## config.mk

```make
export PLATFORM = sky130hd
export DESIGN_NAME = fexec_sequencer
export DESIGN_NICKNAME = d
export VERILOG_FILES = /design/src/rtl/fexec_seq_pkg.sv /design/src/rtl/fexec_addr_unit.sv /design/src/rtl/fexec_instr_reg.sv /design/src/rtl/fexec_fsm.sv /design/src/rtl/fexec_sequencer.sv
export SDC_FILE = /design/constraint.sdc
export NUM_CORES = 1
export LEC_CHECK = 0
export BUFFER_PORTS_ARGS = -buffer_cell sky130_fd_sc_hd__buf_4
export CAP_MARGIN = 10
export CORE_MARGIN = 2
export CORE_UTILIZATION = 55
export CTS_BUF_LIST = sky130_fd_sc_hd__clkbuf_8
export DETAILED_ROUTE_END_ITERATION = 10
export PLACE_DENSITY = 0.81
export RECOVER_POWER = 100
export SLEW_MARGIN = 20
export SYNTH_ARGS = -nofsm -noshare
export SYNTH_HDL_FRONTEND = slang
export SYNTH_SLANG_ARGS = --single-unit
```

## constraint.sdc

```tcl
create_clock -name clk -period 2.72 [get_ports clk]
set_clock_uncertainty 0.15 [all_clocks]
set_input_delay 0 -clock clk [delete_from_list [all_inputs] [get_ports clk]]
set_output_delay 0 -clock clk [all_outputs]
set_load 0.05 [all_outputs]
```

## src/rtl/fexec_seq_pkg.sv

```systemverilog
// Package: shared encodings for the fetch-execute sequencer.
// Assumes a 4-bit opcode in the top bits of the instruction word.
package fexec_seq_pkg;

    localparam int OPC_W = 4;

    localparam logic [OPC_W-1:0] OPC_NOP  = 4'd0;
    localparam logic [OPC_W-1:0] OPC_ADD  = 4'd1;
    localparam logic [OPC_W-1:0] OPC_SUB  = 4'd2;
    localparam logic [OPC_W-1:0] OPC_MOV  = 4'd3;
    localparam logic [OPC_W-1:0] OPC_JMP  = 4'd4;
    localparam logic [OPC_W-1:0] OPC_STOP = 4'd15;

    localparam logic [1:0] ALU_PASS = 2'd0;
    localparam logic [1:0] ALU_ADD  = 2'd1;
    localparam logic [1:0] ALU_SUB  = 2'd2;

    typedef enum logic [2:0] {
        SQ_FETCH,   // copy PC into address register
        SQ_FWAIT,   // instruction read, wait for ready
        SQ_DECODE,  // inspect opcode, first operand step
        SQ_EXEC,    // second operand on bus, result latched
        SQ_WBACK,   // result to destination register
        SQ_JWAIT,   // jump target read, wait for ready
        SQ_HALT     // parked until reset
    } seq_state_e;

endpackage

```

## src/rtl/fexec_addr_unit.sv

```systemverilog
// Module: program counter and memory address register.
// The PC advances by one or loads a jump target; the address register
// copies the PC on request. Assumes the increment and the jump are never
// requested together (the sequencer guarantees this).
module fexec_addr_unit #(
    parameter int ADDR_W = 16
) (
    input  logic              clk,
    input  logic              rst_n,
    input  logic              ar_load,
    input  logic              pc_inc,
    input  logic              pc_jump,
    input  logic [ADDR_W-1:0] jump_tgt,
    output logic [ADDR_W-1:0] ar_q
);

    localparam logic [ADDR_W-1:0] PC_STEP = ADDR_W'(1);

    logic [ADDR_W-1:0] pc_q;

    // Program counter update: reset to 0, step or jump.
    always_ff @(posedge clk) begin
        if (!rst_n)
            pc_q <= '0;
        else if (pc_jump)
            pc_q <= jump_tgt;
        else if (pc_inc)
            pc_q <= pc_q + PC_STEP;
    end

    // Address register: captures the PC at the start of each read.
    always_ff @(posedge clk) begin
        if (!rst_n)
            ar_q <= '0;
        else if (ar_load)
            ar_q <= pc_q;
    end

endmodule

```

## src/rtl/fexec_instr_reg.sv

```systemverilog
// Module: instruction register with field split.
// Holds only the opcode and both register-select fields; the spare
// low field of the word is never stored.
module fexec_instr_reg #(
    parameter int SEL_W = 3
) (
    input  logic                                  clk,
    input  logic                                  rst_n,
    input  logic                                  ir_load,
    input  logic [fexec_seq_pkg::OPC_W+2*SEL_W-1:0] word_hi,
    output logic [fexec_seq_pkg::OPC_W-1:0]       opcode,
    output logic [SEL_W-1:0]                      dst_sel,
    output logic [SEL_W-1:0]                      src_sel
);

    localparam int IR_W = fexec_seq_pkg::OPC_W + 2 * SEL_W;

    logic [IR_W-1:0] ir_q;

    // Capture the upper instruction fields when memory data is accepted.
    always_ff @(posedge clk) begin
        if (!rst_n)
            ir_q <= '0;
        else if (ir_load)
            ir_q <= word_hi;
    end

    // Field split: opcode on top, then destination, then source.
    always_comb begin
        opcode  = ir_q[IR_W-1 -: fexec_seq_pkg::OPC_W];
        dst_sel = ir_q[2*SEL_W-1 -: SEL_W];
        src_sel = ir_q[SEL_W-1:0];
    end

endmodule

```

## src/rtl/fexec_fsm.sv

```systemverilog
// Module: sequencing state machine.
// Drives the memory handshake and every load strobe from the current
// state and the decoded opcode. Outputs are combinational from state,
// so the valid strobe falls in the cycle after ready is accepted.
module fexec_fsm #(
    parameter int SEL_W = 3
) (
    input  logic                            clk,
    input  logic                            rst_n,
    input  logic                            mem_ready,
    input  logic [fexec_seq_pkg::OPC_W-1:0] opcode,
    input  logic [SEL_W-1:0]                dst_sel,
    input  logic [SEL_W-1:0]                src_sel,
    output logic                            mem_valid,
    output logic                            mem_rw,
    output logic                            ar_load,
    output logic                            pc_inc,
    output logic                            pc_jump,
    output logic                            ir_load,
    output logic                            opnd_load,
    output logic                            res_load,
    output logic                            rf_write,
    output logic [SEL_W-1:0]                rf_rsel,
    output logic [SEL_W-1:0]                rf_wsel,
    output logic [1:0]                      alu_op,
    output logic                            halted
);

    import fexec_seq_pkg::*;

    seq_state_e state_q, state_d;

    // State register with synchronous reset into fetch.
    always_ff @(posedge clk) begin
        if (!rst_n)
            state_q <= SQ_FETCH;
        else
            state_q <= state_d;
    end

    // Next state and strobe decode.
    always_comb begin
        state_d   = state_q;
        mem_valid = 1'b0;
        ar_load   = 1'b0;
        pc_inc    = 1'b0;
        pc_jump   = 1'b0;
        ir_load   = 1'b0;
        opnd_load = 1'b0;
        res_load  = 1'b0;
        rf_write  = 1'b0;
        rf_rsel   = dst_sel;
        alu_op    = ALU_PASS;
        unique case (state_q)
            SQ_FETCH: begin
                ar_load = 1'b1;
                state_d = SQ_FWAIT;
            end
            SQ_FWAIT: begin
                mem_valid = 1'b1;
                if (mem_ready) begin
                    ir_load = 1'b1;
                    pc_inc  = 1'b1;
                    state_d = SQ_DECODE;
                end
            end
            SQ_DECODE: begin
                case (opcode)
                    OPC_ADD, OPC_SUB: begin
                        opnd_load = 1'b1;
                        rf_rsel   = dst_sel;
                        state_d   = SQ_EXEC;
                    end
                    OPC_MOV:  state_d = SQ_EXEC;
                    OPC_JMP: begin
                        ar_load = 1'b1;
                        state_d = SQ_JWAIT;
                    end
                    OPC_STOP: state_d = SQ_HALT;
                    default:  state_d = SQ_FETCH;
                endcase
            end
            SQ_EXEC: begin
                res_load = 1'b1;
                rf_rsel  = src_sel;
                if (opcode == OPC_ADD)
                    alu_op = ALU_ADD;
                else if (opcode == OPC_SUB)
                    alu_op = ALU_SUB;
                else
                    alu_op = ALU_PASS;
                state_d = SQ_WBACK;
            end
            SQ_WBACK: begin
                rf_write = 1'b1;
                state_d  = SQ_FETCH;
            end
            SQ_JWAIT: begin
                mem_valid = 1'b1;
                if (mem_ready) begin
                    pc_jump = 1'b1;
                    state_d = SQ_FETCH;
                end
            end
            SQ_HALT: state_d = SQ_HALT;
            default: state_d = SQ_FETCH;
        endcase
    end

    // Fixed outputs: no store instruction exists, destination always from IR.
    always_comb begin
        mem_rw  = 1'b0;
        rf_wsel = dst_sel;
        halted  = (state_q == SQ_HALT);
    end

endmodule

```

## src/rtl/fexec_sequencer.sv

```systemverilog
// Module: top of the fetch-execute control sequencer.
// Joins the address unit, instruction register and state machine.
// Assumes the address width does not exceed the data width, since a
// jump target is one memory word.
module fexec_sequencer #(
    parameter int ADDR_W = 16,
    parameter int DATA_W = 16,
    parameter int SEL_W  = 3
) (
    input  logic              clk,
    input  logic              rst_n,
    input  logic              mem_ready,
    input  logic [DATA_W-1:0] mem_rdata,
    output logic [ADDR_W-1:0] mem_addr,
    output logic              mem_rw,
    output logic              mem_valid,
    output logic              ir_load,
    output logic              opnd_load,
    output logic              res_load,
    output logic              rf_write,
    output logic              pc_load,
    output logic [SEL_W-1:0]  rf_rsel,
    output logic [SEL_W-1:0]  rf_wsel,
    output logic [1:0]        alu_op,
    output logic              halted
);

    localparam int IR_W = fexec_seq_pkg::OPC_W + 2 * SEL_W;

    logic                            ar_load, pc_inc, pc_jump;
    logic [fexec_seq_pkg::OPC_W-1:0] opcode;
    logic [SEL_W-1:0]                dst_sel, src_sel;

    fexec_addr_unit #(.ADDR_W(ADDR_W)) u_addr (
        .clk      (clk),
        .rst_n    (rst_n),
        .ar_load  (ar_load),
        .pc_inc   (pc_inc),
        .pc_jump  (pc_jump),
        .jump_tgt (mem_rdata[ADDR_W-1:0]),
        .ar_q     (mem_addr)
    );

    fexec_instr_reg #(.SEL_W(SEL_W)) u_ir (
        .clk     (clk),
        .rst_n   (rst_n),
        .ir_load (ir_load),
        .word_hi (mem_rdata[DATA_W-1 -: IR_W]),
        .opcode  (opcode),
        .dst_sel (dst_sel),
        .src_sel (src_sel)
    );

    fexec_fsm #(.SEL_W(SEL_W)) u_fsm (
        .clk       (clk),
        .rst_n     (rst_n),
        .mem_ready (mem_ready),
        .opcode    (opcode),
        .dst_sel   (dst_sel),
        .src_sel   (src_sel),
        .mem_valid (mem_valid),
        .mem_rw    (mem_rw),
        .ar_load   (ar_load),
        .pc_inc    (pc_inc),
        .pc_jump   (pc_jump),
        .ir_load   (ir_load),
        .opnd_load (opnd_load),
        .res_load  (res_load),
        .rf_write  (rf_write),
        .rf_rsel   (rf_rsel),
        .rf_wsel   (rf_wsel),
        .alu_op    (alu_op),
        .halted    (halted)
    );

    // Program counter load strobe for the datapath view.
    always_comb pc_load = pc_inc | pc_jump;

endmodule

```

=== Word-level counts from Yosys, hierarchy flattened ===
Cells that the tools add are included.

* Output and inout port bits: 32
* Register bits: 45
* Bits of input ports: 19

* Equality and inequality tests: 13
* Muxes and demuxes: 20
* Reduce and logical (&&, ||, !) cells: 6
* Add/sub/neg operators: 1
* Bitwise gates (word level): 1

{| class="wikitable"
|+ Operator list
! operator !! number
|-
| two-way mux 16 bit || 2
|-
| one-hot mux 3 bit (6 select lines) || 1
|-
| adder 16 x 1 -> 16 bit, second input constant || 1
|-
| == test 3 bit, second input constant || 3
|-
| two-way mux 1 bit || 9
|-
| two-way mux 3 bit || 3
|-
| one-hot mux 3 bit (3 select lines) || 1
|-
| == test 4 x 2 -> 1 bit, second input constant || 2
|-
| == test 3 x 2 -> 1 bit, second input constant || 2
|-
| two-way mux 2 bit || 3
|-
| == test 4 x 1 -> 1 bit, second input constant || 1
|-
| == test 4 x 3 -> 1 bit, second input constant || 1
|-
| == test 4 bit, second input constant || 1
|-
| != test 2 bit, second input constant || 2
|-
| OR reduction 2 bit || 2
|-
| == test 3 x 1 -> 1 bit, second input constant || 1
|-
| logical NOT 3 bit || 1
|-
| OR reduction 3 bit || 1
|-
| one-hot mux 1 bit (2 select lines) || 1
|-
| AND reduction 2 bit || 1
|-
| nonzero test 2 bit || 1
|-
| OR 1 bit || 1
|}

=== Depth between registers and ports, before layout ===
Gate-level depths: netlist of run 1.

* Word-level depth: 4
* Mapped depth: 8
* Mapped depth without buffers: 6

=== Modules after synthesis ===
Synthesis of run 1 repeated with hierarchy kept, for this count alone.

* Cell total of the unflattened synthesis: 240
* Area total of the unflattened synthesis: 2,252.2 µm²

{| class="wikitable"
|+ By module, submodules not included
! module !! seq. area each (µm²) !! times used !! cells each !! area each (µm²)
|-
| fexec_addr_unit || 640.6 || 1 || 157 || 1,473.9
|-
| fexec_fsm || 60.1 || 1 || 51 || 397.9
|-
| fexec_instr_reg || 200.2 || 1 || 31 || 374.1
|-
| fexec_sequencer || 0.0 || 1 || 1 || 6.3
|}

=== Least setup slack after synthesis of run 1 ===
OpenSTA, ideal clock, no wires.

* Path type: register -> output
* Start: register u_fsm.state_q[1]
* End: output alu_op[1]
* Buffers on the path: 0
* Setup slack: 0.349 ns
* Arrival time: 2.221 ns
* Stages on the path, launching flop included: 5
* Data required time: 2.570 ns
* Cell sequence: dfxtp_1 -> nor2b_1 -> nand2_1 -> or3_1 -> nor3b_1

* Cells in the longest elaborated chain, start to end: 2

{| class="wikitable"
|+ Ends and longest elaborated chain
! element !! line !! text
|-
| start, declared || fexec_fsm.sv:31 || <nowiki>seq_state_e state_q, state_d;</nowiki>
|-
| start signal, assigned || fexec_fsm.sv:38 || <nowiki>state_q <= state_d;</nowiki>
|-
| == test 3 x 2 -> 1 bit || fexec_fsm.sv:54 || <nowiki>unique case (state_q)</nowiki>
|-
| two-way mux 2 bit || fexec_fsm.sv:54 ||
|-
| end, declared || fexec_sequencer.sv:24 || <nowiki>output logic [1:0] alu_op,</nowiki>
|}

No other way between the ends.

=== Worst setup path after layout of run 1 ===
Ends and elaborated chain as after synthesis.

==> qor.csv, run 1 <==
metric;value;unit
antenna_found_initial;0;
ant_nets;0;
worstPathRequired;2570;ps
hpwl;4040;µm
pin_count;51;
postSynthAreaPerCell;8.33;µm²
htreeDepth;2;
yosys_warnings;0;
critical_path_class;flop to primary output;
overflow;0;
synth_area;0.00230;mm²
wl;5820;µm
synthToLayoutAreaGrowth;23.2;%
global_route.usage.total;26.7;%
p_leak;1.09;nW
drv_cap;0;
drive_gt1_share;12.0;%
initial_utilization;57.5;%
synth_cells;276;
cts_sinks;45;
end_kind;primary output;
synth_cell_type_count;48;
pwr-share-comb;21.6;%
yosys.area.top_type;dfxtp_1;
r2r_setup_slack;460;ps
max-slew-margin-rel;51.5;%
post_cts_buffers;0;
antennaDiodeCount;0;
final_cell_count_no_fill;384;
post-route-period-util;88.6;%
fp.dieArea;0.00471;mm²
crit_fanout;9;
p_seq_share;45.9;%
critPathLaunchType;flop;
path_clk_slew;90;ps
worstPathCellList;nor2b_1 > nand2_1 > or3_1 > nor3b_1 > clkbuf_1;
final_hold_viol_count;0;
dr.pass1.iters;4;
drc;0;
die_h;68.7;µm
status;completed;
drtIter0Drc;157;
worst-path-buf-inv;1;
synth_top_area_share;39.2;%
rows;23;
p_sw;0.000484;W
cpLargestDelayFamily;simple AND/OR/NAND/NOR gates;
via_per_inst;5.85;
crit_arrival;2260;ps
rsz0062_at_grt;no;
p_int;0.00112;W
cts_tree;done;
powerDensity;568;mW/mm²
setup_viol;0;
min_path_type;flop to flop;
design.core.area;0.00400;mm²
clk_latency;290;ps
gp_congestion;0.851;
nNetsFinal;353;
grt_max_degree;24;
worst_pin_slew;721;ps
slowest_stage;dfxtp_1;
fin_crit;2410;ps
clock-root-buffer;clkbuf_8;
grt_pass1_wl;9430;µm
async_flop_share;0;%
power_frac_clock;32.5;%
cts_made_buffers;5;
slowest_delay;500;ps
synth-seq-area-share;39.2;%
ir_drop;0.372;mV
synth_seq_cells;45;
dp_cells;358;
die-width;68.7;µm
wl_per_cell;15.2;µm
ys.flop_type;dfxtp_1;
grt_pass1_vias;2037;
synth-edff-count;0;
fmax;415;MHz
drv_slew;0;
cts.path.max_buffers;2;
io_buffers;49;
via_count;2248;
synth.area.top_cells;dfxtp_1, mux2i_1, nor2_1;
syn_nets;296;
switching_share;30.1;%
fin_tns_setup;0;ps
[state kept, by name (all words and copies together), names as in the netlist]
name           cells
u_ir.ir_q         10
u_fsm.state_q      3
u_addr.pc_q       16
u_addr.ar_q       16
[kinds of logic after synthesis]
| group | after synthesis | synth area share, % |
|---|---|---|
| AND/OR/NAND/NOR | 111 | 23.8 |
| multiplexers | 25 | 11.1 |
| buffers and inverters | 34 | 7.67 |
| AO/OA/AOI/OAI | 57 | 16.8 |
| XOR/XNOR | 2 | 0.762 |
| adder cells (fa/ha/maj) | 1 | 0.544 |
| other | 1 | 0.163 |
| flip-flops | 45 | 39.2 |
[synth_stat cells, drive strengths merged, types with 5 or more instances]
cell	n
mux2i	21
a21oi	15
nor2	32
dfxtp	45
nor3b	6
a22oi	10
nand3	6
nor4	5
inv	9
nand2	30
a31oi	6
o22ai	6
buf	11
nor3	9
nand4	5
clkbuf	14
[path summary, 6_finish.rpt]
| kind | from | end | cells past startpoint |
|---|---|---|---|
| max | u_fsm.state_q[1] | alu_op[1] | 5 |
| min reg2reg | u_ir.ir_q[1] | u_ir.ir_q[1] | 2 |
| max reg2reg | u_addr.pc_q[0] | u_addr.pc_q[12] | 5 |
| min | u_ir.ir_q[1] | u_ir.ir_q[1] | 2 |
[stage by stage]
stage | hold WS, ps | power [W] | worst slack [ps] | utilization [%] | area [µm²]
after CTS | 313 | 0.00163 | 255 | 73.7 | 2950
after detailed placement | 120 | 0.00109 | 272 | 66.2 | 2650
after global routing | 341 | 0.00168 | 197 | 70.8 | 2830
final | 310 | 0.00161 | 309 | 70.8 | 2830
after global placement | 113 | 0.00109 | 339 | 66.2 | 2650
after floorplan | -14.0 | 0.00101 | 349 | - | 2300
[timing repair]
action / CTS / global route
hold endpoints to repair: 28 / 0
hold buffers: 18 / 0
setup endpoints to repair: 0 / 0
gates resized for setup: 0 / 0
[placed cells by master (no fill, tap or decap), drive strengths merged, types with 5 or more instances in the layout]
cell type	n
dfxtp	45
clkbuf	38
nor2	32
nand2	30
buf	25
mux2i	21
dlygate4sd3	18
a21oi	15
a22oi	10
inv	9
nor3	9
nor3b	6
nand3	6
a31oi	6
o22ai	6
nand4	5
nor4	5
[layer usage]
metal  global-route usage [%]  vias to the layer above  routed length (µm)
met1                     34.9                     1079                2590
met3                     4.55                        5                 306
met4                     8.00                        0                  58
met2                     44.7                       69                2870
met5                        0                        -                   0
li1                         -                     1095                   -
[worst min-delay path: stages (launching register included)]
cell and delay [ps]:
dfxtp_1 310, nand2_1 50, a21oi_1 50
[cell type report]
| type | instances | area (µm²) |
|---|---|---|
| clock buffer | 6 | 82.6 |
| timing repair buffer | 75 | 489 |
| clock inverter | 2 | 37.5 |
| fill | 335 | 1170 |
| inverter | 9 | 33.8 |
| tap | 50 | 62.6 |
| multi-input combinational | 197 | 1230 |
| sequential | 45 | 901 |
[power groups by stage]
stage	clock network (W)	logic (W)	registers, W
after global placement	0	0.000336	0.000751
after detailed placement	0	0.000342	0.000752
after floorplan	0	0.000244	0.000768
after CTS	0.000530	0.000363	0.000737
final	0.000522	0.000347	0.000739
after global routing	0.000562	0.000373	0.000745
No activity file was read; power rests on OpenSTA's default activity.
==> run 2, diff against run 1 <==
Settings changed: REMOVE_ABC_BUFFERS set to 1.
==> qor.csv, run 2 (synthesis gave the netlist of run 1 again) <==
metric;value;unit
regToRegEndpoint;u_addr.ar_q[3];
nNetsFinal;352;
fin_tns_setup;0;ps
final_core_util;70.4;%
worst_pin_slew;717;ps
post_cts_resized;0;
powerDensity;575;mW/mm²
reg2reg_from;u_ir.ir_q[6];
die_h;68.7;µm
final_hold_viol_count;0;
p_leak;1.08;nW
grt_pass1_wl;9030;µm
htreeDepth;2;
wl_met3;389;µm
clk_latency;300;ps
met1Wirelength;2380;µm
critPathLaunchType;flop;
wl_met2;2760;µm
overflow;0;
antenna_found_initial;0;
ant_nets;0;
drv_cap;0;
crit_arrival;2170;ps
wl_per_cell;14.8;µm
grt_max_degree;25;
r2r_setup_slack;410;ps
wl;5650;µm
reg2regPathDepth;5;
holdPathEnd;u_ir.ir_q[1];
drive_gt1_share;11.4;%
fin_crit;2320;ps
reg_top3;u_addr.ar_q (16), u_addr.pc_q (16), u_ir.ir_q (10);
placement.cell_area;0.00264;mm²
drc;0;
hp-start;u_ir.ir_q[1];
synthToLayoutAreaGrowth;22.5;%
design_area;0.00282;mm²
top_layer_used;met4;
max-slew-margin-rel;52.2;%
drtIter0Drc;175;
antennaDiodeCount;0;
grt_pass1_vias;1955;
drv_slew;0;
final_cell_mix;dfxtp_1, nor2_1, clkbuf_1;
min_path_type;flop to flop;
fillers;337;
fmax;430;MHz
global_route.usage.total;25.7;%
post_cts_buffers;0;
critical_path_class;flop to primary output;
crit_fanout;9;
cts_tree;done;
cts_made_buffers;5;
status;completed;
whs_path_depth;2;
cts.path.max_buffers;2;
pin_count;51;
initial_utilization;57.5;%
setup_viol;0;
cts_sinks;45;
worstPathRequired;2570;ps
gp_congestion;0.849;
dr.pass1.iters;4;
post-route-period-util;85.4;%
power;0.00162;W
die-width;68.7;µm
via_per_inst;5.79;
io_buffers;49;
hpwl;3640;µm
end_kind;primary output;
rows;23;
via_count;2217;
rsz0062_at_grt;no;
design.core.area;0.00400;mm²
fp.dieArea;0.00471;mm²
final_common_cell;dfxtp_1;
path_clk_slew;90;ps
clock-root-buffer;clkbuf_8;
ir_drop;0.449;mV
==> run 2: cell count changes in the layout (fill, tap and decap cells not counted) <==
cell	delta
a21boi_2	+1
a21boi_4	-1
buf_4	-1
clkbuf_1	+1
clkbuf_2	-1
==> run 2: through the flow <==
step / hold slack (ps) / worst slack (ps) / instances
after floorplan: -14.0 / 95.4 / 251
after global placement: 114 / 689 / 357
after detailed placement: 121 / 605 / 357
after CTS: 313 / 562 / 383
after global routing: 330 / 239 / 383
final: 310 / 397 / 383
==> run 2: per-layer routing <==
layer	up-vias	GRT usage [%]
met1	1022	33.6
met3	13	6.01
met5	-	0
met4	0	10.3
met2	91	41.0
li1	1091	-
==> run 2: cell type report <==
type	instances	area, µm²	area share, %
Tap cell	50	62.6	2.22
Timing Repair Buffer	74	480	17.1
Multi-Input combinational cell	197	1220	43.3
Inverter	9	33.8	1.20
Sequential cell	45	901	32.0
Clock inverter	2	37.5	1.33
Clock buffer	6	82.6	2.93
==> run 2: how the worst max path moves through the flow <==
stage	from	endpoint	slack, ps	cells past startpoint
floorplan	u_fsm.state_q[1]	u_ir.ir_q[0]	100	6
global placement	u_addr.pc_q[0]	u_addr.pc_q[10]	690	5
detailed placement	u_addr.pc_q[0]	u_addr.pc_q[10]	600	5
CTS	u_fsm.state_q[1]	alu_op[1]	560	5
global route	u_fsm.state_q[1]	alu_op[0]	240	5
finish	u_fsm.state_q[1]	alu_op[0]	400	5
==> run 2: timing repair <==
item,4_1_cts,5_1_grt
hold buffers,18,0
endpoints found under the hold margin,28,0
setup endpoints to repair,0,0
==> run 2: critical path, cell delays in order, from the launching register on <==
cell and delay, ps:
dfxtp_1 460, nor2b_1 190, nand2_1 170, or3_1 380, nor3b_1 180, clkbuf_1 490
==> run 2: where the power goes <==
group	internal, W	leakage, nW	switching (W)
sequential	0.000694	0.365	0.0000464
combinational	0.000127	0.654	0.000212
clock	0.000299	0.0574	0.000240
total	0.00112	1.08	0.000498
